--- config.mk ---
export PLATFORM = sky130hd
export DESIGN_NAME = zcs_encoder
export DESIGN_NICKNAME = d
export VERILOG_FILES = /design/src/rtl/zcs_pkg.sv /design/src/rtl/zcs_frame_pos.sv /design/src/rtl/zcs_window.sv /design/src/rtl/zcs_ami.sv /design/src/rtl/zcs_encoder.sv
export SDC_FILE = /design/constraint.sdc
export NUM_CORES = 1
export LEC_CHECK = 0
export BUFFER_PORTS_ARGS = -buffer_cell sky130_fd_sc_hd__clkbuf_2
export CORE_MARGIN = 4
export CORE_UTILIZATION = 53
export DETAILED_ROUTE_END_ITERATION = 10
export GPL_TIMING_DRIVEN = 0
export PLACE_DENSITY = 0.71
export SETUP_SLACK_MARGIN = 0.1
export SLEW_MARGIN = 5
export SYNTH_ARGS = -nofsm -noshare
export SYNTH_HDL_FRONTEND = slang
export SYNTH_SLANG_ARGS = --single-unit
export TNS_END_PERCENT = 30
--- constraint.sdc ---
create_clock -name clk -period 1.84 [get_ports clk]
set_input_delay 0.092 -clock clk [delete_from_list [all_inputs] [get_ports clk]]
set_output_delay 0.092 -clock clk [all_outputs]
set_load 0.005 [all_outputs]
--- src/rtl/zcs_pkg.sv ---
`timescale 1ns/1ps
package zcs_pkg;

    // Length of the substitution pattern; also the lookahead depth.
    localparam int B8ZS_LEN = 8;
    localparam int WIN      = B8ZS_LEN;
    localparam int JAM_SLOT = WIN - 2;   // bit 7 of the octet whose LSB sits in the last slot

    typedef enum logic [1:0] {
        SYM_SPACE = 2'd0,
        SYM_MARK  = 2'd1,
        SYM_VIOL  = 2'd2
    } sym_t;

    typedef struct packed {
        logic valid;
        sym_t sym;
    } slot_t;

    typedef enum logic [1:0] {
        ZCS_NONE = 2'd0,
        ZCS_JAM  = 2'd1,
        ZCS_B8ZS = 2'd2
    } zcs_t;

    typedef struct packed {
        logic pos;
        logic neg;
    } pulse_t;

    // Bit 1 forces transparent operation; otherwise bit 0 picks substitution.
    function automatic zcs_t decode_mode(input logic [1:0] m);
        if (m[1])      return ZCS_NONE;
        else if (m[0]) return ZCS_B8ZS;
        else           return ZCS_JAM;
    endfunction

    // Slot contents of the eight-zero replacement: 0 0 0 V B 0 V B
    function automatic sym_t b8zs_sym(input int idx);
        case (idx)
            3, 6:    return SYM_VIOL;
            4, 7:    return SYM_MARK;
            default: return SYM_SPACE;
        endcase
    endfunction

endpackage

--- src/rtl/zcs_frame_pos.sv ---
`timescale 1ns/1ps
module zcs_frame_pos #(
    parameter int CHANNELS   = 24,
    parameter int OCTET_BITS = 8
) (
    input  logic clk,
    input  logic rst,
    input  logic bit_en,
    input  logic frame_start,
    output logic chan_last
);
    localparam int FRAME_BITS = CHANNELS * OCTET_BITS + 1;
    localparam int POS_W      = $clog2(FRAME_BITS);
    localparam logic [POS_W-1:0] LAST_POS = POS_W'(FRAME_BITS - 1);

    logic [POS_W-1:0] pos_q;
    logic [POS_W-1:0] cur_pos;

    // Position 0 is the framing bit; channel bits occupy 1 .. FRAME_BITS-1.
    always_comb begin
        if (frame_start)
            cur_pos = '0;
        else if (pos_q == LAST_POS)
            cur_pos = '0;
        else
            cur_pos = pos_q + 1'b1;
    end

    // The LSB of a channel octet lands on a multiple of the octet width.
    assign chan_last = (cur_pos != '0) && ((int'(cur_pos) % OCTET_BITS) == 0);

    always_ff @(posedge clk) begin
        if (rst)
            pos_q <= LAST_POS;
        else if (bit_en)
            pos_q <= cur_pos;
    end
endmodule

--- src/rtl/zcs_window.sv ---
`timescale 1ns/1ps
module zcs_window
    import zcs_pkg::*;
#(
    parameter int OCTET_BITS = 8
) (
    input  logic  clk,
    input  logic  rst,
    input  logic  bit_en,
    input  logic  data_bit,
    input  logic  chan_last,
    input  zcs_t  mode,
    output slot_t head
);
    slot_t            win_q   [WIN];
    slot_t            shifted [WIN];
    slot_t            win_d   [WIN];
    slot_t            new_slot;
    logic [WIN-1:0]   zero_vec;
    logic             octet_zero;

    assign new_slot = '{valid: 1'b1, sym: (data_bit ? SYM_MARK : SYM_SPACE)};

    for (genvar i = 0; i < WIN; i++) begin : g_slot
        if (i == WIN - 1) begin : g_tail
            assign shifted[i] = new_slot;
        end else begin : g_body
            assign shifted[i] = win_q[i+1];
        end
        assign zero_vec[i] = shifted[i].valid && (shifted[i].sym == SYM_SPACE);
    end

    // Whole octet present: its LSB just entered the last slot.
    assign octet_zero = &zero_vec[WIN-1 -: OCTET_BITS];

    always_comb begin
        win_d = shifted;
        if (mode == ZCS_JAM && chan_last && octet_zero)
            win_d[JAM_SLOT].sym = SYM_MARK;
        if (mode == ZCS_B8ZS && (&zero_vec)) begin
            for (int i = 0; i < WIN; i++)
                win_d[i] = '{valid: 1'b1, sym: b8zs_sym(i)};
        end
    end

    always_ff @(posedge clk) begin
        if (rst) begin
            for (int i = 0; i < WIN; i++)
                win_q[i] <= '{valid: 1'b0, sym: SYM_SPACE};
        end else if (bit_en) begin
            for (int i = 0; i < WIN; i++)
                win_q[i] <= win_d[i];
        end
    end

    assign head = win_q[0];
endmodule

--- src/rtl/zcs_ami.sv ---
`timescale 1ns/1ps
module zcs_ami
    import zcs_pkg::*;
(
    input  logic  clk,
    input  logic  rst,
    input  logic  bit_en,
    input  slot_t head,
    output logic  line_pos,
    output logic  line_neg
);
    logic   last_pos_q;   // sign of the most recent pulse (1 = positive)
    pulse_t nxt;
    logic   flip;

    always_comb begin
        nxt  = '{pos: 1'b0, neg: 1'b0};
        flip = 1'b0;
        if (head.valid) begin
            unique case (head.sym)
                SYM_MARK: begin
                    nxt  = '{pos: !last_pos_q, neg: last_pos_q};
                    flip = 1'b1;
                end
                SYM_VIOL: nxt = '{pos: last_pos_q, neg: !last_pos_q};
                default:  nxt = '{pos: 1'b0, neg: 1'b0};
            endcase
        end
    end

    always_ff @(posedge clk) begin
        if (rst) begin
            last_pos_q <= 1'b0;
            line_pos   <= 1'b0;
            line_neg   <= 1'b0;
        end else if (bit_en) begin
            line_pos <= nxt.pos;
            line_neg <= nxt.neg;
            if (flip)
                last_pos_q <= !last_pos_q;
        end
    end
endmodule

--- src/rtl/zcs_encoder.sv ---
`timescale 1ns/1ps
module zcs_encoder
    import zcs_pkg::*;
#(
    parameter int CHANNELS   = 24,
    parameter int OCTET_BITS = 8
) (
    input  logic       clk,
    input  logic       rst,
    input  logic       bit_en,
    input  logic       frame_start,
    input  logic       data_bit,
    input  logic [1:0] zcs_mode,
    output logic       line_pos,
    output logic       line_neg
);
    zcs_t  mode;
    logic  chan_last;
    slot_t head;

    always_comb mode = decode_mode(zcs_mode);

    zcs_frame_pos #(
        .CHANNELS   (CHANNELS),
        .OCTET_BITS (OCTET_BITS)
    ) i_pos (
        .clk         (clk),
        .rst         (rst),
        .bit_en      (bit_en),
        .frame_start (frame_start),
        .chan_last   (chan_last)
    );

    zcs_window #(
        .OCTET_BITS (OCTET_BITS)
    ) i_win (
        .clk       (clk),
        .rst       (rst),
        .bit_en    (bit_en),
        .data_bit  (data_bit),
        .chan_last (chan_last),
        .mode      (mode),
        .head      (head)
    );

    zcs_ami i_ami (
        .clk      (clk),
        .rst      (rst),
        .bit_en   (bit_en),
        .head     (head),
        .line_pos (line_pos),
        .line_neg (line_neg)
    );
endmodule

# Word-level counts from Yosys, hierarchy flattened
# Memories as Yosys holds them, arrays and structs flattened.
# Cells that the tools add are included.
totals:
  reg_bits: 11
  latch_bits: 0
  ramBits: 24
  rom_bits: 0
  elab_cells: 67
  n_memories: 1
op_classes:
  n_addsub: 1
  multipliers: 0
  n_div: 0
  order_cmp: 0
  n_eq_ne: 5
  shifts: 0
  muxes: 24
  n_bitwise: 8
  reduce_logical: 24
memory_table:
  columns: ["memory", "depth", "width", "read_ports", "rd_ports_with_merged_regs", "write_ports", "line", "text"]
  rows:
  - ["i_win.win_q", 8, 3, 8, 0, 8, "zcs_window.sv:15", "slot_t win_q [WIN];"]
op_table:
  columns: ["operator", "count"]
  rows:
  - ["logical NOT 32 bit", 1]
  - ["two-way mux 24 bit", 1]
  - ["two-way mux 3 bit", 8]
  - ["logical NOT 2 bit", 8]
  - ["two-way mux 8 bit", 2]
  - ["logical AND 1 bit", 11]
  - ["adder 8 x 1 -> 8 bit, second input constant", 1]
  - ["equality test 8 bit, second input constant", 1]
  - ["two-way mux 1 bit", 8]
  - ["two-way mux 2 bit", 4]
  - ["bitwise OR 1 bit", 8]
  - ["AND reduction 8 bit", 1]
  - ["nonzero test 8 bit", 1]
  - ["equality test 2 x 1 -> 1 bit, second input constant", 2]
  - ["equality test 2 bit, second input constant", 2]
  - ["case mux 2 bit (2 select lines)", 1]
  - ["AND reduction 2 bit", 1]
  - ["logical NOT 1 bit", 1]

# Depth between registers and ports, before layout
logic_depth:
  word_depth: 10
  depth_mapped: 6

# Cells and area by module
# Synthesis repeated with hierarchy kept, for this count alone.
unflattened:
  hier_cells: 157
  hier_area_um2: 1735.4
modules_own_cells:
  columns: ["mod", "n_inst", "cells_each", "area_per_inst_um2", "seq_area_each_um2"]
  rows:
  - ["zcs_window", 1, 72, 1033.5, 690.7]
  - ["zcs_frame_pos", 1, 66, 535.5, 160.2]
  - ["zcs_ami", 1, 17, 148.9, 60.1]
  - ["zcs_encoder", 1, 2, 17.5, 0.0]

# Worst setup path after synthesis
# Ideal clock, no wire load.
synth_timing:
  path_kind: "flip-flop to flip-flop"
  start: "mem i_win.win_q[0][7] in the netlist's numbering"
  end: "mem i_win.win_q[0][0] in the netlist's numbering (data pin)"
  arrival_time_ps: 1442
  required_time_ps: 1576
  path_slack_ps: 135
  path_stages_with_launch: 7
  path_buffers: 2
  synth_period_minus_slack_ps: 1705
  cell_sequence: "edfxtp_1 > or4b_1 > nor2_1 > and3_1 > buf_2 > buf_2 > nor3b_1"
synth_lines:
  columns: ["item", "line"]
  rows:
  - ["start: declaration", "zcs_window.sv:15"]

==> impl_metrics.env <==
export IMPL_result_of_the_run="complete, no violations"
export IMPL_timing_max_cap_violations=0
export IMPL_design_final_nets=178
export IMPL_cp_data_required_time_ns=1.93
export IMPL_cts_sink_count=34
export IMPL_timing_final_setup_violations=0
export IMPL_detail_route_drc_violations=0
export IMPL_grt_first_pass_wirelength_um=5650
export IMPL_synth_yosys_seq_area_share_pct=55.7
export IMPL_yosys_warnings=0
export IMPL_cp_slowest_stage_delay_ns=0.57
export IMPL_worstMarginPinSlew_ns=0.862
export IMPL_clock_buffers_created_by_tritoncts=5
export IMPL_hold_viol=0
export IMPL_kind_of_start_point_of_the_critical_path="register"
export IMPL_power_density_mw_per_mm2=799
export IMPL_path_delay_family="simple AND/OR/NAND/NOR gates"
export IMPL_fmaxAchievable_mhz=548
export IMPL_setup_reg_to_reg_worst_slack_ns=0.01
export IMPL_finClkSkew_ns=0.00906
export IMPL_number_of_antenna_violations_at_the_first_check_in_global_routing=0
export IMPL_detail_route_iter0_violations=84
export IMPL_tritoncts="built"
export IMPL_detailed_placer_s_ending_hpwl_um=2290
export IMPL_synth_top_cells_by_area="sky130_fd_sc_hd__edfxtp_1 (42%), sky130_fd_sc_hd__dfxtp_1 (13%), sky130_fd_sc_hd__nor3b_1 (4.1%)"
export IMPL_cp_max_fo=5
export IMPL_synth_top_area_share_pct=42.3
export IMPL_final_max_slew_violation_count=0
export IMPL_synth_enable_flop_cells=23
export IMPL_drt_antenna_violating_nets=0
export IMPL_wire_per_inst_um=17.0
export IMPL_drt_vias_per_instance=6.06
export IMPL_cts_path_max_buffers=2
export IMPL_synthCells=149
export IMPL_chipWidth_um=63.5
export IMPL_effective_utilization_at_floorplan_pct=57.3
export IMPL_worst_setup_hold_path_clk_slew_ns=0.11
export IMPL_mappedNetlistArea_mm2=0.00163
export IMPL_cts_hold_buffers=0
export IMPL_synth_largest_area_cell="sky130_fd_sc_hd__edfxtp_1"
export IMPL_criticalPathCategory="register to register"
export IMPL_dr_total_vias=1211
export IMPL_area_growth_pct=17.9
export IMPL_dp_worst_setup_slack_ns=-0.0998
export IMPL_final_cell_mix="sky130_fd_sc_hd__edfxtp_1 (23), sky130_fd_sc_hd__nand2_1 (12), sky130_fd_sc_hd__nand3_1 (9)"
export IMPL_chipHeight_um=63.5
export IMPL_ys_ff_latch=34
export IMPL_first_global_vias=1185
export IMPL_dr_pass1_iters=4
export IMPL_globalRouteOverflowTotal=0
export IMPL_worst_skew_pair_late_latency_ns=0.34
export IMPL_grt_use_total_pct=17.9
export IMPL_die_area_mm2=0.00404
export IMPL_finalHoldWorstSlack_ns=0.0626
export IMPL_cp_common_cell="sky130_fd_sc_hd__buf_6"
export IMPL_wirelength_um=3410
export IMPL_period_needed_ns=1.83
export IMPL_cp_end_kind="register"
export IMPL_final_layout_size_suffix_gt1_share_pct=23.7
export IMPL_cpMaxStageDelayCell="sky130_fd_sc_hd__or4b_4"
export IMPL_multiInputGateArea_um2=747
export IMPL_area_sequential_um2=920
export IMPL_maximum_number_of_pins_on_one_net_before_global_route_repair=24
export IMPL_final_setup_slack_of_the_worst_path_ns=0.0150
export IMPL_dpl_cell_count=188
export IMPL_antenna_cells=0
export IMPL_cts_max_level=2
export IMPL_leading_cell_type_in_the_layout_fill_and_taps_excluded="sky130_fd_sc_hd__edfxtp_1"
export IMPL_floorplan_core_area_mm2=0.00285
export IMPL_finalNonFillerCells=200
export IMPL_timing_max_slew_rel_slack_pct=42.5
export IMPL_max_vdd_ir_drop_mv=0.532
export IMPL_hp_class="input port to register"
export IMPL_floorplan_rows=19
export IMPL_nFillCells=236
export IMPL_crit_buf_inv=2
export IMPL_globalplace_congestion=0.825
export IMPL_synthesis_nets=158
export IMPL_design_portCount=9
export IMPL_place_port_buffers=8
export IMPL_timing_final_crit_share_pct=99.2
export IMPL_cp_cell_sequence="or4b_4, nor2_2, and3_4, buf_6, buf_6, nor3b_1"
export IMPL_synth_distinct_cells=38
export IMPL_arrival_ns=1.92
export IMPL_leakage_uw=0.000709
export IMPL_cts_root_buffer_cell="sky130_fd_sc_hd__clkbuf_4"
export IMPL_rsz0062_at_grt="true"
export IMPL_synth_avg_cell_area_um2=11.0
export IMPL_proportion_of_synthesized_flip_flops_having_asynchronous_set_or_reset_pct=0
export IMPL_synth_flop_cell="sky130_fd_sc_hd__edfxtp_1"
-- what timing repair did --
action | CTS | global route
pin swaps | 4 | 9
buffers inserted | 1 | 3
gates cloned | 1 | 0
endpoints found under the setup margin | 11 | 16
resized for setup | 9 | 14
-- cell families (layout without fill, tap and decap cells) --
kind of cell	count (synthesis)	after routing	synth area share, %
AO/OA/AOI/OAI	21	21	9.80
XOR/XNOR	2	2	1.07
adder cells (fa/ha/maj)	2	2	1.53
buffers and inverters	14	34	3.45
flip-flops	34	34	55.7
multiplexers	2	2	1.23
AND/OR/NAND/NOR	74	74	27.2
-- final timing paths --
path,endpoint,cells after the start,from
min reg2reg,i_ami.line_neg,1,i_ami.line_neg
max reg2reg,i_win.win_q[0][1],6,i_win.win_q[0][7]
max,i_win.win_q[0][1],6,i_win.win_q[0][7]
min,i_win.win_q[0][21],2,data_bit
-- Yosys cell counts, types with 4 or more instances --
library cell,instances
sky130_fd_sc_hd__a21oi_1,5
sky130_fd_sc_hd__inv_1,7
sky130_fd_sc_hd__nor2_1,8
sky130_fd_sc_hd__o21ai_0,4
sky130_fd_sc_hd__a31oi_1,4
sky130_fd_sc_hd__edfxtp_1,23
sky130_fd_sc_hd__nor3b_1,9
sky130_fd_sc_hd__nand2b_1,4
sky130_fd_sc_hd__dfxtp_1,11
sky130_fd_sc_hd__and3_1,9
sky130_fd_sc_hd__nand2_1,12
sky130_fd_sc_hd__nand3_1,9
-- flip-flops by register name, summed over array words and instances (netlist names) --
signal	flops
i_ami.last_pos_q	1
i_ami.line_neg	1
i_ami.line_pos	1
i_win.win_q	23
i_pos.pos_q	8
-- layer usage --
layer	track usage, %	up-vias	share of wire (%)
met2	27.1	35	49
met4	8.36	0	1.3
met1	24.8	580	45
met3	3.20	4	5.1
met5	0	-	0
li1	-	592	-
-- stage by stage --
stage / cell area, um2 / total power, uW / util, % / setup TNS [ns]
floorplan: 1630 / 968 / - / 0
global route: 1930 / 1610 / 67.5 / -0.0947
finish: 1930 / 1540 / 67.5 / 0
CTS: 1830 / 1530 / 64.3 / 0
global placement: 1710 / 1000 / 60.0 / -0.318
detailed placement: 1710 / 1010 / 60.0 / -0.806
-- cell type report --
type	instances	area share, %
flip-flops and latches	34	47.7
multi-input cells	101	38.8
repair buffers	13	4.22
plain buffers	6	2.01
well taps	31	2.01
clock buffers	5	1.95
clock inverters	2	1.75
inverters	8	1.56
-- power by group --
part           leakage, uW  internal, uW  switching (uW)
clock            0.0000387           275             250
sequential        0.000345           857            29.1
combinational     0.000326          57.9            70.6
total             0.000709          1190             350
(Power assumes the default switching activity.)
